## src/rtl/irq_pkg.sv

```systemverilog
package irq_pkg;
  localparam int NSRC     = 6;
  localparam int NEXT     = 2;
  localparam int RW       = 8;
  localparam int PER_REG  = 3;
  localparam int FLAG_LSB = 4;
  localparam int VEC_BASE = 4;
  localparam int VEC_STEP = 4;

  typedef logic [NSRC-1:0] srcvec_t;

  function automatic logic [RW-1:0] vec_addr(input int idx);
    return RW'(VEC_BASE + VEC_STEP * idx);
  endfunction
endpackage

```

## src/rtl/irq_edge_sync.sv

```systemverilog
module irq_edge_sync #(
  parameter bit FALLING = 1'b0,
  parameter int STAGES  = 2
) (
  input  logic clk,
  input  logic rst_n,
  input  logic pin,
  output logic pulse
);
  localparam logic IDLE = FALLING;

  logic [STAGES-1:0] sync_q;
  logic              prev_q;

  always_ff @(posedge clk) begin
    if (!rst_n) begin
      sync_q <= {STAGES{IDLE}};
      prev_q <= IDLE;
    end else begin
      sync_q <= {sync_q[STAGES-2:0], pin};
      prev_q <= sync_q[STAGES-1];
    end
  end

  generate
    if (FALLING) begin : g_fall
      assign pulse = prev_q & ~sync_q[STAGES-1];
    end else begin : g_rise
      assign pulse = ~prev_q & sync_q[STAGES-1];
    end
  endgenerate

  // an edge produces a single-cycle pulse
  assert_edge_single_R5: assert property (@(posedge clk) disable iff (!rst_n)
    pulse |=> !pulse);
endmodule

```

## src/rtl/irq_flag_regs.sv

```systemverilog
module irq_flag_regs
  import irq_pkg::*;
(
  input  logic          clk,
  input  logic          rst_n,
  input  logic          sel,
  input  logic          wr_en,
  input  logic [RW-1:0] wr_data,
  output logic [RW-1:0] rd_data,
  input  srcvec_t       hw_set,
  input  srcvec_t       svc_clr,
  input  logic          master_clr,
  output logic          master,
  output srcvec_t       enable,
  output srcvec_t       flag
);
  logic    wr0, wr1;
  logic    master_q;
  srcvec_t flag_d;
  logic    unused_wbits;

  assign wr0 = wr_en & ~sel;
  assign wr1 = wr_en & sel;
  assign unused_wbits = ^{wr_data[7], wr_data[3]};

  always_ff @(posedge clk) begin
    if (!rst_n)          master_q <= 1'b0;
    else if (wr0)        master_q <= wr_data[0];
    else if (master_clr) master_q <= 1'b0;
  end
  assign master = master_q;

  // hardware set wins over service clear
  always_comb begin
    for (int i = 0; i < NSRC; i++)
      flag_d[i] = hw_set[i] ? 1'b1 : (svc_clr[i] ? 1'b0 : flag[i]);
  end

  generate
    for (genvar i = 0; i < NSRC; i++) begin : g_src
      localparam bit HI     = (i >= PER_REG);
      localparam int POS    = i % PER_REG;
      localparam int EN_POS = HI ? POS : POS + 1;
      logic wr_mine;
      logic en_q, fl_q;
      assign wr_mine = HI ? wr1 : wr0;

      always_ff @(posedge clk) begin
        if (!rst_n) begin
          en_q <= 1'b0;
          fl_q <= 1'b0;
        end else if (wr_mine) begin
          en_q <= wr_data[EN_POS];
          fl_q <= wr_data[FLAG_LSB + POS];
        end else begin
          fl_q <= flag_d[i];
        end
      end
      assign enable[i] = en_q;
      assign flag[i]   = fl_q;

      // hardware event without a write leaves the flag set
      assert_hwset_R4: assert property (@(posedge clk) disable iff (!rst_n)
        (hw_set[i] && !wr_mine) |=> flag[i]);
    end
  endgenerate

  assign rd_data = sel ? {1'b0, flag[5:3], 1'b0, enable[5:3]}
                       : {1'b0, flag[2:0], enable[2:0], master_q};

  // write to register 0 lands in the master enable
  assert_master_wr_R2: assert property (@(posedge clk) disable iff (!rst_n)
    wr0 |=> (master == $past(wr_data[0])));
endmodule

```

## src/rtl/irq_arbiter.sv

```systemverilog
module irq_arbiter
  import irq_pkg::*;
(
  input  srcvec_t       req,
  output srcvec_t       grant,
  output logic          any,
  output logic [RW-1:0] vector
);
  logic [NSRC:0] higher;

  assign higher[0] = 1'b0;
  generate
    for (genvar i = 0; i < NSRC; i++) begin : g_pri
      assign higher[i+1] = higher[i] | req[i];
      assign grant[i]    = req[i] & ~higher[i];
    end
  endgenerate

  assign any = higher[NSRC];

  always_comb begin
    vector = '0;
    for (int i = 0; i < NSRC; i++)
      if (grant[i]) vector = vector | vec_addr(i);
  end
endmodule

```

## src/rtl/irq_vector_ctrl.sv

```systemverilog
module irq_vector_ctrl
  import irq_pkg::*;
#(
  parameter logic [NEXT-1:0] EXT_FALLING = 2'b01
) (
  input  logic            clk,
  input  logic            rst_n,
  input  logic            reg_sel,
  input  logic            reg_wr,
  input  logic [RW-1:0]   reg_wdata,
  output logic [RW-1:0]   reg_rdata,
  input  logic [NEXT-1:0] ext_pin,
  input  logic [1:0]      tmr_ovf,
  input  logic            tbase_tick,
  input  logic            rtc_tick,
  input  logic            stack_full,
  input  logic            instr_bound,
  output logic            ack,
  output logic [RW-1:0]   vector,
  output logic            wake
);
  logic [NEXT-1:0] ext_pulse;
  srcvec_t         hw_set, enable, flag, pending, grant, svc_clr;
  logic            master, any, take;
  logic [RW-1:0]   win_vec;
  logic            ack_q;
  logic [RW-1:0]   vector_q;

  generate
    for (genvar g = 0; g < NEXT; g++) begin : g_ext
      irq_edge_sync #(.FALLING(EXT_FALLING[g]), .STAGES(2)) u_sync (
        .clk(clk), .rst_n(rst_n), .pin(ext_pin[g]), .pulse(ext_pulse[g]));
    end
  endgenerate

  assign hw_set = {rtc_tick, tbase_tick, tmr_ovf, ext_pulse};

  irq_flag_regs u_regs (
    .clk(clk), .rst_n(rst_n), .sel(reg_sel), .wr_en(reg_wr),
    .wr_data(reg_wdata), .rd_data(reg_rdata), .hw_set(hw_set),
    .svc_clr(svc_clr), .master_clr(take), .master(master),
    .enable(enable), .flag(flag));

  assign pending = flag & enable;

  irq_arbiter u_arb (.req(pending), .grant(grant), .any(any), .vector(win_vec));

  assign take    = master & any & instr_bound & ~stack_full & ~reg_wr;
  assign svc_clr = take ? grant : '0;

  always_ff @(posedge clk) begin
    if (!rst_n) begin
      ack_q    <= 1'b0;
      vector_q <= '0;
    end else begin
      ack_q <= take;
      if (take) vector_q <= win_vec;
    end
  end

  assign ack    = ack_q;
  assign vector = vector_q;
  assign wake   = |pending;

  assert_ack_master_R8: assert property (@(posedge clk) disable iff (!rst_n)
    ack_q |-> !master);
  assert_ack_stack_R9: assert property (@(posedge clk) disable iff (!rst_n)
    ack_q |-> ($past(stack_full) == 1'b0));
  assert_ack_boundary_R6: assert property (@(posedge clk) disable iff (!rst_n)
    ack_q |-> ($past(instr_bound) && !$past(reg_wr)));
  assert_ack_pulse_R6: assert property (@(posedge clk) disable iff (!rst_n)
    ack_q |=> !ack_q);
  assert_grant_onehot_R7: assert property (@(posedge clk) disable iff (!rst_n)
    $onehot0(grant));
  assert_vec_range_R7: assert property (@(posedge clk) disable iff (!rst_n)
    ack_q |-> (vector_q[1:0] == 2'b00 && vector_q >= 8'h04 && vector_q <= 8'h18));
endmodule

```

## config.mk

```make
export PLATFORM = sky130hd
export DESIGN_NAME = irq_vector_ctrl
export DESIGN_NICKNAME = d
export VERILOG_FILES = /design/src/rtl/irq_pkg.sv /design/src/rtl/irq_edge_sync.sv /design/src/rtl/irq_flag_regs.sv /design/src/rtl/irq_arbiter.sv /design/src/rtl/irq_vector_ctrl.sv
export SDC_FILE = /design/constraint.sdc
export NUM_CORES = 1
export LEC_CHECK = 0
export CAP_MARGIN = 15
export CORE_MARGIN = 4
export CORE_UTILIZATION = 40
export DETAILED_ROUTE_END_ITERATION = 10
export PLACE_DENSITY = 0.76
export SYNTH_ARGS = -nofsm -noshare
export SYNTH_HDL_FRONTEND = slang
export SYNTH_SLANG_ARGS = --single-unit
```

## constraint.sdc

```tcl
create_clock -name clk -period 2 [get_ports clk]
set_clock_uncertainty 0.2 [all_clocks]
set_input_delay 0.5 -clock clk [delete_from_list [all_inputs] [get_ports clk]]
set_output_delay 0.5 -clock clk [all_outputs]
set_load 0.01 [all_outputs]
```

Word-level counts from Yosys, hierarchy flattened
Index checks and enable logic that the tools add are counted.
{ "totals": {"inputBits": 20, "out_inout_bits": 18, "regBits": 28} }
{ "classes": {"n_reduce_logical": 8, "n_mux": 28, "bitwise": 29} }
{ "op_table": {"columns": ["operator", "count"], "rows": [
  ["$mux 1", 20],
  ["$reduce_bool 3->1", 6],
  ["$mux 5", 3],
  ["$and 1x1->1", 13],
  ["$not 1->1", 10],
  ["$mux 4", 2],
  ["$mux 7", 1],
  ["$and 6x6->6", 1],
  ["$mux 6", 1],
  ["$reduce_or 6->1", 1],
  ["$or 1x1->1", 5],
  ["$mux 3", 1],
  ["$reduce_bool 2->1", 1]
]} }

Logic depth before layout (Yosys ltp)
{ "logic_depth": {"ltp_word": 14, "mapped_depth": 5, "mapped_depth_nobuf": 4} }

Hierarchy
From an unflattened synthesis, not the netlist that was laid out.
{ "unflattened": {"cells_unflattened": 175, "area_unflattened_um2": 1496.4} }
{ "modules_own_cells": {"columns": ["module", "instances", "cells_per_inst", "area_per_inst_um2"], "rows": [
  ["irq_flag_regs", 1, 85, 709.4],
  ["irq_vector_ctrl", 1, 54, 467.9],
  ["irq_arbiter", 1, 22, 141.4],
  ["irq_edge_sync at g_ext[1].u_sync", 1, 7, 92.6],
  ["irq_edge_sync at g_ext[0].u_sync", 1, 7, 85.1]
]} }

Worst setup path before layout
OpenSTA, ideal clock, no wires.
{ "synth_timing": {"path_kind": "register to output", "start": "reg u_regs.g_src[0].fl_q", "end": "out wake", "path_stages_with_launch": 4, "path_slack_ps": 117, "arrival_ps": 1183, "cell_sequence": "dfxtp_1 -> a222oi_1 -> and3_2 -> nand2_1"} }
{ "synth_between": {"elab_chain_len": 2} }
{ "synth_lines": {"columns": ["item", "line", "text"], "rows": [
  ["from (decl)", "irq_flag_regs.sv:45", "logic en_q, fl_q;"],
  ["from (signal assigned)", "irq_flag_regs.sv:54", "fl_q <= wr_data[FLAG_LSB + POS];"],
  ["from (signal assigned)", "irq_flag_regs.sv:56", "fl_q <= flag_d[i];"],
  ["$and 6x6->6", "irq_vector_ctrl.sv:44", "assign pending = flag & enable;"],
  ["$reduce_or 6->1", "irq_vector_ctrl.sv:63", "assign wake = |pending;"],
  ["to (decl)", "irq_vector_ctrl.sv:20", "output logic wake"]
]} }
No other way between the ends.

Final worst setup path
Ends and elaborated chain as after synthesis.

==> summary.md <==
| Metric | Value |
|---|---|
| Outcome | `finished, violations left` |
| Violated checks | `negative setup slack` |
| Post-route cell area | `1630 um^2` |
| Hold Vio Cnt, Final | `0` |
| PwrDens | `561 nW/um^2` |
| Synth top area cells | `dfxtp_1, nand2_1, mux2_2` |
| Register area | `approximately 460 um^2` |
| Area of the multi-input gates | `592 um^2` |
| Number of antenna violations at the first check in global routing | `0` |
| Clock tree buffer depth | `2` |
| Post-layout min period | `2240 ps` |
| Via Count | `1099` |
| Critical Path Stages | `5` |
| CP startpoint | `u_regs.g_src[0].fl_q` |
| Required @ worst endpoint | `1300 ps` |
| CP delay by family, top | `compound AO/OA/AOI/OAI gates` |
| Yosys warns | `0` |
| Startpoint types | `flip-flop` |
| Clock slew at reported path FFs | `around 120 ps` |
| Core Util, Final | `0.646` |
| Layout cells sized above 1 | `0.303` |
| Period utilisation layout | `1.12` |
| CP max-delay cell | `a222oi_1` |
| First DRT Iteration DRCs | `42` |
| Post-synth EDFFs | `0` |
| Die height | `59.8 um` |
| FMAX | `between 400 and 500 MHz` |
| Post-synth top area share | `0.429` |
| Vias per cell | `5.36` |
| Vias in the first global route | `1071` |
| Reg2Reg Depth | `8` |
| Area after DPL | `between 1500 and 2000 um^2` |
| # fillers | `between 200 and 250` |
| Largest net degree at the start of global routing | `14` |
| Final setup violation count | `2` |
| Setup WS post-layout | `-237 ps` |
| Layout Cells excl Fill | `205` |
| Clk sink count | `23` |
| IO Port Bufs | `30` |
| Worst path max stage delay | `about 360 ps` |
| Worst hold start | `g_ext[0].u_sync.sync_q[0]` |
| Drt pass-1 iters | `4` |
| # DRC | `0` |
| Hold crit path type | `reg2reg` |
| Post-Place Cells | `199` |
| I/O pin count | `38` |
| Synth async-reset ratio | `0` |
| Post-synth cell types | `32` |
| Placer Congestion | `approximately 0.93` |
| All-Layer GR Usage | `0.171` |
| Worst-skew pair later-pin latency | `310 ps` |
| Synth area leader | `dfxtp_1` |
| Core box area | `approximately 2500 um^2` |
| #FFs+latches synth | `23` |
| CTS buffer count | `3` |
| Seq/Total Area, Yosys | `0.429` |
| WHS | `220 ps` |
| WHS Path Cells | `1` |
| HPWL after DPL | `2.24 mm` |
| Layout overhead on the synthesized area | `51.9%` |
| Post-CTS Hold Buffers | `0` |
| P_leak | `around 0.7 nW` |
| H-tree level count | `1` |
| Unrepaired setup endpoints after global routing | `yes` |
| Pre-CTS WS | `-642 ps` |
| Final nets | `roughly 200` |
| CTS root buffer | `clkbuf_4` |
| WL/cell | `14.7 um` |
| Main synth FF type | `dfxtp_1` |
| Commonest cells post-synth | `dfxtp_1, nand2_1, a21oi_1` |
| CTS tree | `done` |
| GRT overflow | `0` |
| Crit path cell chain | `a222oi_1 -> buf_4 -> and3_4 -> nand2_2 -> buf_6` |
| Reg-to-Reg Start | `u_regs.g_src[0].fl_q` |
| CP Max Fanout | `2` |
| Top-count cell post-synth | `dfxtp_1` |
| IR drop worst, VDD | `0.000509 V` |
| # diodes | `0` |
| DIE AREA | `3570 um^2` |
| Max-cap violations | `0` |
| Starting Density | `0.425` |
| Post-synth design cell area | `1070 um^2` |
| Number of buffers and inverters on the critical path | `2` |
| First-pass GRT wire length | `4.67 mm` |
| CP Capture Type | `primary output` |
| Post-Synthesis Cells | `120` |
| Final wirelength | `3.01 mm` |
| Critical path class | `reg2out` |
| Die width | `59.8 um` |
| Remaining antenna violation count after routing | `0` |
| Avg Cell Area, Syn | `8.94 um^2` |
| Final Max Tran Viols | `0` |
| Cell Rows | `18` |
| Crit path arrival time | `1540 ps` |
[metal layers]
| metal | global-route usage | wire length (um) |
|---|---|---|
| met1 | 0.217 | 1280 |
| met2 | 0.281 | 1490 |
| met3 | 0.0281 | 196 |
| met4 | 0.0823 | 40 |
| met5 | 0 | 0 |
[path summary, 6_finish.rpt]
check	to	slack, ps
min	g_ext[0].u_sync.sync_q[1]	220
max	wake	-240
max reg2reg	u_regs.master	-110
min reg2reg	g_ext[0].u_sync.sync_q[1]	220
[power by group]
group	internal, mW	total, mW	switching, mW
logic	0.122	0.207	0.0854
registers	0.481	0.496	0.0155
clock network	0.0746	0.211	0.136
[final cells by class]
class,count,share of cell area
Inverter,2,0.00461
Sequential cell,23,0.284
Tap cell,30,0.0230
Clock buffer,3,0.0138
Multi-Input combinational cell,90,0.363
Timing Repair Buffer,56,0.308
Clock inverter,1,0.00307
[flip-flops by register name, indices dropped and copies added (netlist names)]
| name | flops |
|---|---|
| u_regs.g_src.en_q | 6 |
| u_regs.g_src.fl_q | 6 |
| g_ext.u_sync.sync_q | 4 |
| vector | 3 |
| g_ext.u_sync.prev_q | 2 |
| ack | 1 |
| u_regs.master | 1 |
[cells by family (layout without fill, tap and decap cells)]
kind of cell	count (synthesis)	after routing	synth area share
and+or+nand+nor	49	49	0.249
AOI/OAI and AO/OA	29	29	0.193
DFF	23	23	0.429
buffers and inverters	12	62	0.0630
muxes	6	6	0.0630
other	1	6	0.00350
[per-stage QoR]
stage          total power, mW  TNS, ps
4_1_cts                  0.917     -315
6_report                 0.914     -345
5_1_grt                  0.950     -828
3_3_place_gp             0.688    -5830
3_5_place_dp             0.693    -5850
2_1_floorplan            0.589        0
[placed cells by master (no fill, tap or decap), drive strengths merged, types with 4 or more instances in the layout]
master	Yosys	routed
nand4	5	5
dfxtp	23	23
mux2	6	6
nor2	4	4
a21oi	8	8
and2	5	5
buf	6	33
clkbuf	4	4
nand2b	5	5
o21ai	5	5
nand2	19	19
conb	1	6
clkdlybuf4s50	0	21
a21boi	6	6
[worst reg2reg max path: cells and delay by family, from the launching register on]
kind / cells / cell delay (ps)
buf+inv: 5 / 730
simple gates: 1 / 250
flops: 1 / 340
compound gates: 2 / 540
[what timing repair did]
action,in CTS,in global routing
gates resized for setup,48,2
setup buffers,2,1
pin swaps,3,2
endpoints found under the setup margin,8,6
No activity file was read; power rests on OpenSTA's default activity.
